File: config.mk
export PLATFORM = sky130hd
export DESIGN_NAME = dsadc_seq
export DESIGN_NICKNAME = d
export VERILOG_FILES = /design/src/rtl/dsadc_pkg.sv /design/src/rtl/dsadc_sync.sv /design/src/rtl/dsadc_ctrl.sv /design/src/rtl/dsadc_datapath.sv /design/src/rtl/dsadc_seq.sv
export SDC_FILE = /design/constraint.sdc
export NUM_CORES = 1
export LEC_CHECK = 0
export CORE_MARGIN = 2
export CORE_UTILIZATION = 62
export DETAILED_ROUTE_END_ITERATION = 16
export DONT_BUFFER_PORTS = 1
export PLACE_DENSITY = 0.81
export SYNTH_ARGS = -nofsm -noshare
export SYNTH_HDL_FRONTEND = slang
export SYNTH_SLANG_ARGS = --single-unit
File: constraint.sdc
create_clock -name clk -period 2.3 [get_ports clk]
set_clock_uncertainty 0.1 [all_clocks]
set_input_delay 0.115 -clock clk [delete_from_list [all_inputs] [get_ports clk]]
set_output_delay 0.115 -clock clk [all_outputs]
set_load 0.05 [all_outputs]
File: src/rtl/dsadc_pkg.sv
package dsadc_pkg;

  typedef enum logic [1:0] {
    ST_IDLE,
    ST_RUNUP,
    ST_RUNDOWN,
    ST_FINISH
  } seqState_t;

  // strobes from control to datapath
  typedef struct packed {
    logic cntClr;
    logic cntInc;
    logic latch;
  } dpCtl_t;

endpackage

File: src/rtl/dsadc_sync.sv
module dsadc_sync #(
  parameter int STAGES = 2
) (
  input  logic clk,
  input  logic rstN,
  input  logic asyncIn,
  output logic syncOut
);

  logic [STAGES-1:0] chain;

  generate
    for (genvar i = 0; i < STAGES; i++) begin : g_stage
      if (i == 0) begin : g_first
        always_ff @(posedge clk or negedge rstN) begin
          if (!rstN) chain[0] <= 1'b0;
          else       chain[0] <= asyncIn;
        end
      end else begin : g_next
        always_ff @(posedge clk or negedge rstN) begin
          if (!rstN) chain[i] <= 1'b0;
          else       chain[i] <= chain[i-1];
        end
      end
    end
  endgenerate

  assign syncOut = chain[STAGES-1];

endmodule

File: src/rtl/dsadc_ctrl.sv
module dsadc_ctrl
  import dsadc_pkg::*;
(
  input  logic      clk,
  input  logic      rstN,
  input  logic      start,
  input  logic      cmpSync,
  input  logic      runupLast,
  input  logic      rundownLimit,
  output seqState_t state,
  output dpCtl_t    ctl
);

  seqState_t stateNext;

  always_comb begin
    stateNext  = state;
    ctl        = '0;
    unique case (state)
      ST_IDLE: begin
        if (start) begin
          stateNext  = ST_RUNUP;
          ctl.cntClr = 1'b1;
        end
      end
      ST_RUNUP: begin
        if (runupLast) begin
          stateNext  = ST_RUNDOWN;
          ctl.cntClr = 1'b1;
        end else begin
          ctl.cntInc = 1'b1;
        end
      end
      ST_RUNDOWN: begin
        if (!cmpSync || rundownLimit) begin
          stateNext = ST_FINISH;
          ctl.latch = 1'b1;
        end else begin
          ctl.cntInc = 1'b1;
        end
      end
      ST_FINISH: stateNext = ST_IDLE;
      default:   stateNext = ST_IDLE;
    endcase
  end

  always_ff @(posedge clk or negedge rstN) begin
    if (!rstN) state <= ST_IDLE;
    else       state <= stateNext;
  end

endmodule

File: src/rtl/dsadc_datapath.sv
module dsadc_datapath
  import dsadc_pkg::*;
#(
  parameter int RES_BITS    = 8,
  parameter int SYNC_STAGES = 2
) (
  input  logic                clk,
  input  logic                rstN,
  input  dpCtl_t              ctl,
  output logic                runupLast,
  output logic                rundownLimit,
  output logic [RES_BITS-1:0] result,
  output logic                overRange
);

  localparam int CW         = RES_BITS + 2;
  localparam int LOAD_LEN   = 1 << RES_BITS;
  localparam int RUNUP_LAST = LOAD_LEN - 1;
  localparam int FULL_RAW   = LOAD_LEN + SYNC_STAGES;
  localparam int LIMIT_RAW  = LOAD_LEN + 1 + SYNC_STAGES;

  logic [CW-1:0] cnt;
  logic [CW-1:0] compCnt;

  always_ff @(posedge clk or negedge rstN) begin
    if (!rstN)           cnt <= '0;
    else if (ctl.cntClr) cnt <= '0;
    else if (ctl.cntInc) cnt <= cnt + 1'b1;
  end

  assign runupLast    = (cnt == CW'(RUNUP_LAST));
  assign rundownLimit = (cnt == CW'(LIMIT_RAW));
  assign compCnt      = cnt - CW'(SYNC_STAGES);

  always_ff @(posedge clk or negedge rstN) begin
    if (!rstN) begin
      result    <= '0;
      overRange <= 1'b0;
    end else if (ctl.latch) begin
      if (cnt <= CW'(SYNC_STAGES)) begin
        result    <= '0;
        overRange <= 1'b0;
      end else if (cnt >= CW'(FULL_RAW)) begin
        result    <= '1;
        overRange <= 1'b1;
      end else begin
        result    <= compCnt[RES_BITS-1:0];
        overRange <= 1'b0;
      end
    end
  end

endmodule

File: src/rtl/dsadc_seq.sv
module dsadc_seq
  import dsadc_pkg::*;
#(
  parameter int RES_BITS = 8
) (
  input  logic                clk,
  input  logic                rstN,
  input  logic                start,
  input  logic                cmpHigh,
  output logic                inSwEn,
  output logic                refSwEn,
  output logic [RES_BITS-1:0] result,
  output logic                done,
  output logic                overRange
);

  localparam int SYNC_STAGES = 2;

  seqState_t state;
  dpCtl_t    ctl;
  logic      cmpSync;
  logic      runupLast;
  logic      rundownLimit;

  dsadc_sync #(.STAGES(SYNC_STAGES)) uSync (
    .clk     (clk),
    .rstN    (rstN),
    .asyncIn (cmpHigh),
    .syncOut (cmpSync)
  );

  dsadc_ctrl uCtrl (
    .clk          (clk),
    .rstN         (rstN),
    .start        (start),
    .cmpSync      (cmpSync),
    .runupLast    (runupLast),
    .rundownLimit (rundownLimit),
    .state        (state),
    .ctl          (ctl)
  );

  dsadc_datapath #(.RES_BITS(RES_BITS), .SYNC_STAGES(SYNC_STAGES)) uDp (
    .clk          (clk),
    .rstN         (rstN),
    .ctl          (ctl),
    .runupLast    (runupLast),
    .rundownLimit (rundownLimit),
    .result       (result),
    .overRange    (overRange)
  );

  assign inSwEn  = (state == ST_RUNUP);
  assign refSwEn = (state == ST_RUNDOWN);
  assign done    = (state == ST_FINISH);

endmodule

==> results.py, run 1 <==
metrics = {
    "run_status": {
        "status": "completed",
    },
    "worst_setup_path": {
        "worst_ep_arrival_time_ns": 2.32,
        "cp-end-kind": "register",
        "cp-start-kind": "register",
        "rrSetupSlack_ns": 0.13,
        "crit_family": "compound AO/OA/AOI/OAI gates",
        "crit_fanout": 5,
        "rr_startpoint": "uDp.cnt[0]$_DFFE_PN0P_",
        "cp_slowest_cell": "o41a_1",
        "crit_chain": "ha_2 -> nand2b_1 -> o41a_1 -> o21ai_2 -> buf_4 -> nor2b_1 -> a211oi_1",
        "reg2reg_depth": 7,
        "path_class": "register to register",
        "worst-path-stages": 7,
        "startpoint": "uDp.cnt[0]$_DFFE_PN0P_",
        "required_ns": 2.44,
        "cpPeakStageDelay_ns": 0.50,
        "rr_endpoint": "uDp.cnt[1]$_DFFE_PN0P_",
        "critPathBufInv": 1,
        "crit_end": "uDp.cnt[1]$_DFFE_PN0P_",
    },
    "timing": {
        "slew_headroom_pct": 33.0,
        "max_freq_mhz": 460,
        "rsz0062_at_grt": "false",
        "period_share_pct": 94.4,
        "drv_slew": 0,
        "fin_ws_ns": 0.128,
        "hold_slack_ns": 0.0771,
        "worst_slew_pin_slew_ns": 1.00,
        "setup_viol_count_final": 0,
        "finalHoldViolCount": 0,
        "fin_tns_setup_ns": 0,
        "period_needed_ns": 2.17,
    },
    "grt": {
        "antenna_found_initial": 0,
        "first_global_vias": 985,
        "grt_pass1_wl_um": 4620,
        "track_usage_pct": 24.0,
        "grt-ovfl-total": 0,
        "grt_start_max_net_pins": 24,
    },
    "floorplan": {
        "dieArea_mm2": 0.00268,
        "pin_count": 16,
        "std_cell_rows": 17,
        "initial_utilization_pct": 64.5,
        "core_area_mm2": 0.00219,
        "die_height_um": 51.7,
        "die_w_um": 51.7,
    },
    "min_path": {
        "worst_hold_path_type": "primary input to register",
        "min-delay-start": "start",
    },
    "clock_network": {
        "numCtsBuffers": 3,
        "htree_num_levels": 1,
        "clock-sinks": 23,
        "clock_path_buffers": 2,
        "path_clk_slew_ns": 0.13,
        "cts-root-buf": "clkbuf_4",
        "clkLatencyLatePin_ns": 0.33,
        "cts_tree": "built",
    },
    "synth": {
        "syn_inst": 135,
        "ys_warn_count": 0,
        "synth_edf_count": 0,
        "synth_seq_area_share_pct": 40.7,
        "async_flop_share_pct": 100,
        "syn_area_mm2": 0.00141,
        "synth.avg_cell_area_um2": 10.5,
        "synth-seq-cells": 23,
        "synth_fp_nets": 149,
        "synth_ff_type": "dfrtp_1",
        "yosysUniqueCellTypes": 37,
    },
    "finish": {
        "drive_above_1_share_pct": 21.3,
        "diodes": 0,
        "stdcell_count": 169,
        "utilization_pct": 69.2,
        "layout.nets": 156,
        "area_growth_pct": 7.35,
        "post-route-cell-area_mm2": 0.00152,
    },
    "drt": {
        "wirelength_um": 2750,
        "ant_nets": 0,
        "drt-vias-per-instance": 6.07,
        "drtIter0Drc": 17,
        "drt-wirelength-per-cell_um": 16.3,
        "dr.pass1.iters": 4,
        "vias": 1026,
        "drc_errors": 0,
    },
    "placement": {
        "io_buffer_count": 0,
        "place_inst": 163,
        "gp_congestion": 0.864,
        "dpl-instance-area_mm2": 0.00146,
        "place_ws_ns": 0.120,
        "dp_hpwl_um": 1970,
    },
    "job": {
        "maxCapViolCount": 0,
    },
    "power": {
        "finalPower_mw": 2.10,
        "power_density_mw_per_mm2": 1380,
        "leakagePower_nw": 0.669,
        "peakVddDrop_uv": 1020,
    },
}
cell families after synthesis:
family,after synthesis,synth area share [%]
mux,9,7.17
fa+ha+maj,10,8.86
simple gates,38,15.8
xor+xnor,11,6.82
compound gates,31,16.1
buf+inv,13,4.52
flops,23,40.7
worst register-to-register path: cells and delay by family (launching register included):
| family | cells | cell delay (ns) |
|---|---|---|
| AOI/OAI and AO/OA | 3 | 0.95 |
| buffers and inverters | 1 | 0.16 |
| DFF | 1 | 0.44 |
| and+or+nand+nor | 2 | 0.18 |
| adders and majority gates | 1 | 0.25 |
sequential cells by signal, indices dropped and copies added (netlist names):
| register | count |
|---|---|
| uCtrl.state | 2 |
| uDp.result | 8 |
| uSync.chain | 1 |
| uSync.syncOut | 1 |
| uDp.overRange | 1 |
| uDp.cnt | 10 |
layout make-up:
cell class,instances,area (µm²)
Multi-Input combinational cell,99,787
Fill cell,162,674
Sequential cell,23,576
Timing Repair Buffer,8,65.1
Tap cell,28,35.0
Inverter,7,26.3
Clock buffer,3,22.5
Clock inverter,1,5.00
metal layers:
layer  track usage [%]  wire length [µm]  up-vias
li1                  -                 -      488
met1              29.6              1230      482
met2              37.6              1290       42
met3              6.03               129       14
met4              14.5               102        0
met5                 0                 0        -
worst min path at each step:
stage	endpoint	slack [ns]	depth (start not counted)
global route	uCtrl.state[0]$_DFFE_PN0P_	0.12	2
detailed placement	uDp.overRange$_DFFE_PN0P_	-0.28	0
finish	uCtrl.state[0]$_DFFE_PN0P_	0.08	2
CTS	uCtrl.state[0]$_DFFE_PN0P_	0.06	2
global placement	uDp.overRange$_DFFE_PN0P_	-0.28	0
floorplan	uCtrl.state[0]$_DFFE_PN0P_	-0.28	0
cell usage after synthesis, types with 2 or more instances:
cell | instances | area (µm²)
nand4_1 | 2 | 12.5
nand2_1 | 10 | 37.5
mux2_2 | 9 | 101
or3_1 | 3 | 18.8
ha_1 | 10 | 125
a21oi_1 | 6 | 30.0
a211oi_1 | 2 | 15.0
inv_1 | 7 | 26.3
buf_2 | 3 | 15.0
xor2_1 | 3 | 26.3
dfrtp_1 | 23 | 576
nor4_4 | 2 | 42.5
nor2_1 | 12 | 45.0
o21ai_0 | 13 | 65.1
xnor2_1 | 8 | 70.1
cell usage in the layout, fill, tap and decap left out, drive strengths merged, types with 2 or more instances in the layout:
cell type / instances
a211oi: 2
a21oi: 7
buf: 6
clkbuf: 3
dfrtp: 23
dlygate4sd3: 2
ha: 10
inv: 7
mux2: 9
nand2: 11
nand4: 2
nor2: 12
nor4: 2
o21ai: 14
or3: 3
xnor2: 8
xor2: 3
power breakdown:
part	switching [mW]	internal, mW
sequential	0.360	0.523
clock	0.132	0.0654
combinational	0.573	0.446
total	1.06	1.03
what timing repair did:
item                       CTS  global route
buffers inserted             0             0
hold buffers                 2             0
hold endpoints to repair    24             0
gates resized for setup      0             2
setup endpoints to repair    0             1
Note: power is estimated with default switching activity, not from simulation.
==> run 2, diff against run 1 <==
PLACE_DENSITY = not set   (was 0.81)
PLACE_DENSITY_LB_ADDON = 0.12   (was not set)
RECOVER_POWER = 50   (was not set)
==> run 2 against run 1 <==
Total power shrank 1.4%. Register-to-register slack gained 0.03 ns. Global-route usage down 0.69 points. Routed wire length down 3.1%. Cell count grew 0.59%. Largest cell class unchanged. Die area unchanged. Clock power decreased by 3%.
==> results.py, run 2 (synthesized netlist as in run 1, its figures left out) <==
metrics = {
    "finish": {
        "layout.nets": 157,
        "final_common_cell": "dfrtp_1",
        "top_register": "uDp.cnt",
        "largest_reg_flops": 10,
        "drive_above_1_share_pct": 21.1,
        "diodes": 0,
        "stdcell_count": 170,
        "most-common-layout-cells": "23 x dfrtp_1, 13 x o21ai_0, 12 x nor2_1",
        "largestRegisters": "uDp.cnt x10, uDp.result x8, uCtrl.state x2",
        "area_growth_pct": 6.91,
    },
    "run_status": {
        "status": "completed",
    },
    "job": {
        "maxCapViolCount": 0,
    },
    "worst_setup_path": {
        "cp_slowest_cell": "dfrtp_1",
        "crit_family": "compound AO/OA/AOI/OAI gates",
        "cpPeakStageDelay_ns": 0.59,
        "crit_chain": "nand2_1 -> o41a_1 -> o21ai_2 -> buf_4 -> o21ai_0 -> a21oi_1",
        "required_ns": 2.43,
        "path_class": "register to register",
        "cp-start-kind": "register",
        "reg2reg_depth": 6,
        "worst_ep_arrival_time_ns": 2.28,
        "worst-path-stages": 6,
        "cp-end-kind": "register",
        "critPathBufInv": 1,
        "crit_fanout": 7,
    },
    "drt": {
        "vias": 1021,
        "drt-wirelength-per-cell_um": 15.7,
        "drtIter0Drc": 14,
        "drc_errors": 0,
        "ant_nets": 0,
        "dr.pass1.iters": 4,
        "drt-vias-per-instance": 6.01,
        "wirelength_um": 2670,
    },
    "placement": {
        "place_inst": 163,
        "dp_hpwl_um": 2020,
        "io_buffer_count": 0,
        "gp_congestion": 0.874,
    },
    "timing": {
        "fin_tns_setup_ns": 0,
        "setup_viol_count_final": 0,
        "period_needed_ns": 2.15,
        "max_freq_mhz": 466,
        "drv_slew": 0,
        "rsz0062_at_grt": "false",
        "period_share_pct": 93.3,
        "slew_headroom_pct": 27.7,
        "worst_slew_pin_slew_ns": 1.08,
        "finalHoldViolCount": 0,
    },
    "floorplan": {
        "die_height_um": 51.7,
        "pin_count": 16,
        "core_area_mm2": 0.00219,
        "initial_utilization_pct": 64.5,
        "dieArea_mm2": 0.00268,
        "die_w_um": 51.7,
        "std_cell_rows": 17,
    },
    "clock_network": {
        "clock_path_buffers": 2,
        "path_clk_slew_ns": 0.13,
        "clock-sinks": 23,
        "cts_tree": "built",
        "htree_num_levels": 1,
        "numCtsBuffers": 3,
        "clkLatencyLatePin_ns": 0.32,
        "cts-root-buf": "clkbuf_4",
    },
    "min_path": {
        "worst_hold_path_type": "primary input to register",
        "hold_depth": 2,
    },
    "power": {
        "peakVddDrop_uv": 962,
        "power_density_mw_per_mm2": 1370,
        "leakagePower_nw": 0.669,
    },
    "grt": {
        "antenna_found_initial": 0,
        "track_usage_pct": 23.3,
        "grt-ovfl-total": 0,
        "grt_start_max_net_pins": 24,
        "first_global_vias": 969,
        "grt_pass1_wl_um": 4450,
    },
}
-- run 2: where the power goes --
group	switching [mW]	total, mW	leakage [nW]	internal (mW)
clock	0.126	0.191	0.0177	0.0653
sequential	0.357	0.880	0.299	0.523
combinational	0.561	0.998	0.352	0.437
total	1.04	2.07	0.669	1.02
-- run 2: area by class of cell --
| class | instances | area (µm²) |
|---|---|---|
| multi-input combinational | 99 | 773 |
| inverter | 7 | 26.3 |
| timing repair buffer | 9 | 72.6 |
| sequential | 23 | 576 |
| clock buffer | 3 | 22.5 |
| tap | 28 | 35.0 |
| clock inverter | 1 | 5.00 |
| fill | 165 | 681 |
-- run 2: metrics by stage --
stage / worst slack [ns] / utilization [%] / instance area (µm²) / power, mW / hold WS [ns]
after floorplan: 0.0976 / - / 1410 / 1.65 / -0.281
after global placement: 0.230 / 66.4 / 1460 / 1.83 / -0.280
after detailed placement: 0.174 / 66.4 / 1460 / 1.86 / -0.280
after CTS: 0.154 / 68.6 / 1500 / 2.07 / 0.102
after global routing: 0.0204 / 68.9 / 1510 / 2.22 / 0.119
final: 0.154 / 68.9 / 1510 / 2.07 / 0.116
-- run 2: what timing repair did --
item,4_1_cts,5_1_grt
endpoints found under the hold margin,24,0
hold buffers,2,0
gates resized for setup,0,0
setup endpoints to repair,0,2
setup buffers,0,1
-- run 2: final timing paths --
path	startpoint	to	slack [ns]
setup / recovery	uDp.cnt[3]$_DFFE_PN0P_	uDp.cnt[8]$_DFFE_PN0P_	0.15
hold / removal	start	uCtrl.state[0]$_DFFE_PN0P_	0.12
setup reg to reg	uDp.cnt[3]$_DFFE_PN0P_	uDp.cnt[8]$_DFFE_PN0P_	0.15
hold reg to reg	uSync.chain[0]$_DFF_PN0_	uSync.syncOut$_DFF_PN0_	0.27
max in group asynchronous	rstN	uCtrl.state[0]$_DFFE_PN0P_	1.13
min in group asynchronous	rstN	uDp.overRange$_DFFE_PN0P_	0.33
-- run 2: metal layers --
metal | GRT usage [%] | part of all wire (%)
met5 | 0 | 0
met4 | 14.9 | 3.6
met3 | 4.31 | 3.3
met2 | 36.5 | 47
met1 | 29.3 | 46
==> run 3, diff against run 2 <==
BUFFER_PORTS_ARGS = -buffer_cell sky130_fd_sc_hd__buf_2   (was not set)
CORE_UTILIZATION = 57   (was 62)
DONT_BUFFER_PORTS = not set   (was 1)
RECOVER_POWER = 100   (was 50)
==> run 3 against run 2 <==
Die area grew 8.1%. Maximum frequency down 1.2%. First-iteration DRC count increased by 43%. Clock-buffer cell count increased by 1. Largest cell class unchanged.
==> results.py, run 3 (synthesized netlist as in run 1, its figures left out) <==
metrics = {
    "drt": {
        "drt-vias-per-instance": 5.80,
        "vias": 1055,
        "drtIter0Drc": 20,
        "drc_errors": 0,
        "wirelength_um": 2690,
        "ant_nets": 0,
        "drt-wirelength-per-cell_um": 14.8,
        "dr.pass1.iters": 4,
    },
    "finish": {
        "most-common-layout-cells": "23 x dfrtp_1, 14 x clkbuf_1, 13 x o21ai_0",
        "utilization_pct": 63.7,
        "top_register": "uDp.cnt",
        "largest_reg_flops": 10,
        "final_common_cell": "dfrtp_1",
        "largestRegisters": "uDp.cnt x10, uDp.result x8, uCtrl.state x2",
        "area_growth_pct": 8.68,
        "post-route-cell-area_mm2": 0.00154,
        "drive_above_1_share_pct": 16.4,
        "diodes": 0,
        "layout.nets": 167,
    },
    "timing": {
        "slew_headroom_pct": 19.5,
        "hold_slack_ns": 0.202,
        "drv_slew": 0,
        "finalHoldViolCount": 0,
        "rsz0062_at_grt": "false",
        "setup_viol_count_final": 0,
        "max_freq_mhz": 460,
        "worst_slew_pin_slew_ns": 1.21,
        "fin_tns_setup_ns": 0,
        "period_share_pct": 94.4,
        "period_needed_ns": 2.17,
    },
    "power": {
        "power_density_mw_per_mm2": 1350,
        "peakVddDrop_uv": 987,
        "p_sw_share_pct": 50.9,
        "internal_power_mw": 1.02,
        "leakagePower_nw": 0.664,
        "clkPwrFrac_pct": 9.1,
        "power_switching_mw": 1.06,
        "power_frac_comb_pct": 61.3,
        "seqPwrFrac_pct": 29.6,
    },
    "worst_setup_path": {
        "required_ns": 2.42,
        "cp-end-kind": "register",
        "cp-start-kind": "register",
        "path_class": "register to register",
        "worst_ep_arrival_time_ns": 2.29,
        "startpoint": "uDp.cnt[5]$_DFFE_PN0P_",
        "rr_startpoint": "uDp.cnt[5]$_DFFE_PN0P_",
        "crit_fanout": 9,
    },
    "floorplan": {
        "core_area_mm2": 0.00241,
        "die_w_um": 53.8,
        "pin_count": 16,
        "die_height_um": 53.8,
        "initial_utilization_pct": 58.6,
        "dieArea_mm2": 0.00289,
        "std_cell_rows": 18,
    },
    "clock_network": {
        "path_clk_slew_ns": 0.13,
        "clock-sinks": 23,
        "numCtsBuffers": 3,
        "cts-root-buf": "clkbuf_4",
        "post_cts_buffers": 0,
        "cts_tree": "built",
        "clock_path_buffers": 2,
        "clkLatencyLatePin_ns": 0.32,
        "htree_num_levels": 1,
    },
    "grt": {
        "track_usage_pct": 21.5,
        "first_global_vias": 960,
        "grt_start_max_net_pins": 24,
        "grt-ovfl-total": 0,
        "antenna_found_initial": 0,
        "grt_pass1_wl_um": 4350,
    },
    "min_path": {
        "min-delay-start": "start",
        "worst_hold_path_type": "primary input to register",
    },
    "placement": {
        "io_buffer_count": 15,
        "gp_congestion": 0.933,
        "dp_hpwl_um": 2000,
        "dpl-instance-area_mm2": 0.00150,
    },
    "job": {
        "maxCapViolCount": 0,
    },
    "run_status": {
        "status": "completed",
    },
}
-- run 3: cell types whose count changed in the layout (fill, tap and decap cells not counted), sizes merged --
cell | before | now
clkbuf | 3 | 17
clkinv | 1 | 0
buf | 7 | 4
-- run 3: layout make-up --
| cell class | count | area [µm²] |
|---|---|---|
| Fill cell | 198 | 875 |
| Multi-Input combinational cell | 99 | 776 |
| Sequential cell | 23 | 576 |
| Timing Repair Buffer | 19 | 93.8 |
| Tap cell | 30 | 37.5 |
| Clock buffer | 4 | 26.3 |
| Inverter | 7 | 26.3 |
-- run 3: timing repair --
item	in CTS	in global routing
setup endpoints to repair	0	7
hold buffers	2	0
gates resized for setup	0	1
hold endpoints to repair	24	0
-- run 3: critical path, stage by stage (launching register included) --
cell and delay [ns]:
dfrtp_1 0.51, nor4_4 0.50, nand4b_1 0.23, a21oi_4 0.30, o21ai_0 0.15, mux2_2 0.28
-- run 3: routing by layer --
metal / GRT usage [%] / up-vias / routed length, µm / part of all wire [%]
li1: - / 509 / - / -
met4: 10.3 / 0 / 62 / 2.3
met1: 29.4 / 517 / 1330 / 49
met2: 33.1 / 22 / 1240 / 46
met3: 3.33 / 7 / 67 / 2.5
met5: 0 / - / 0 / 0
-- run 3: path summary, 6_finish.rpt --
| kind | end | slack, ns | cells past startpoint |
|---|---|---|---|
| worst max-delay path | uDp.result[5]$_DFFE_PN0P_ | 0.13 | 5 |
| worst min-delay path | uCtrl.state[0]$_DFFE_PN0P_ | 0.20 | 3 |
| worst max register to register | uDp.result[5]$_DFFE_PN0P_ | 0.13 | 5 |
| worst min register to register | uSync.syncOut$_DFF_PN0_ | 0.27 | 0 |
| max in group asynchronous | uDp.cnt[7]$_DFFE_PN0P_ | 0.93 | 2 |
| min in group asynchronous | uDp.overRange$_DFFE_PN0P_ | 0.45 | 2 |
-- run 3: power by group through the flow --
stage                     clock network (mW)  registers, mW  logic, mW
final                                  0.190          0.614       1.27
after global routing                   0.215          0.630       1.39
after CTS                              0.193          0.611       1.30
after detailed placement                   0          0.620       1.30
after global placement                     0          0.614       1.27
after floorplan                            0          0.860      0.792
-- run 3: per-stage QoR --
step                      total power, mW  setup slack [ns]  instances
final                                2.08             0.128        182
after global routing                 2.23           0.00813        182
after CTS                            2.11             0.105        182
after detailed placement             1.92             0.126        176
after global placement               1.88             0.208        176
after floorplan                      1.65            0.0976        135
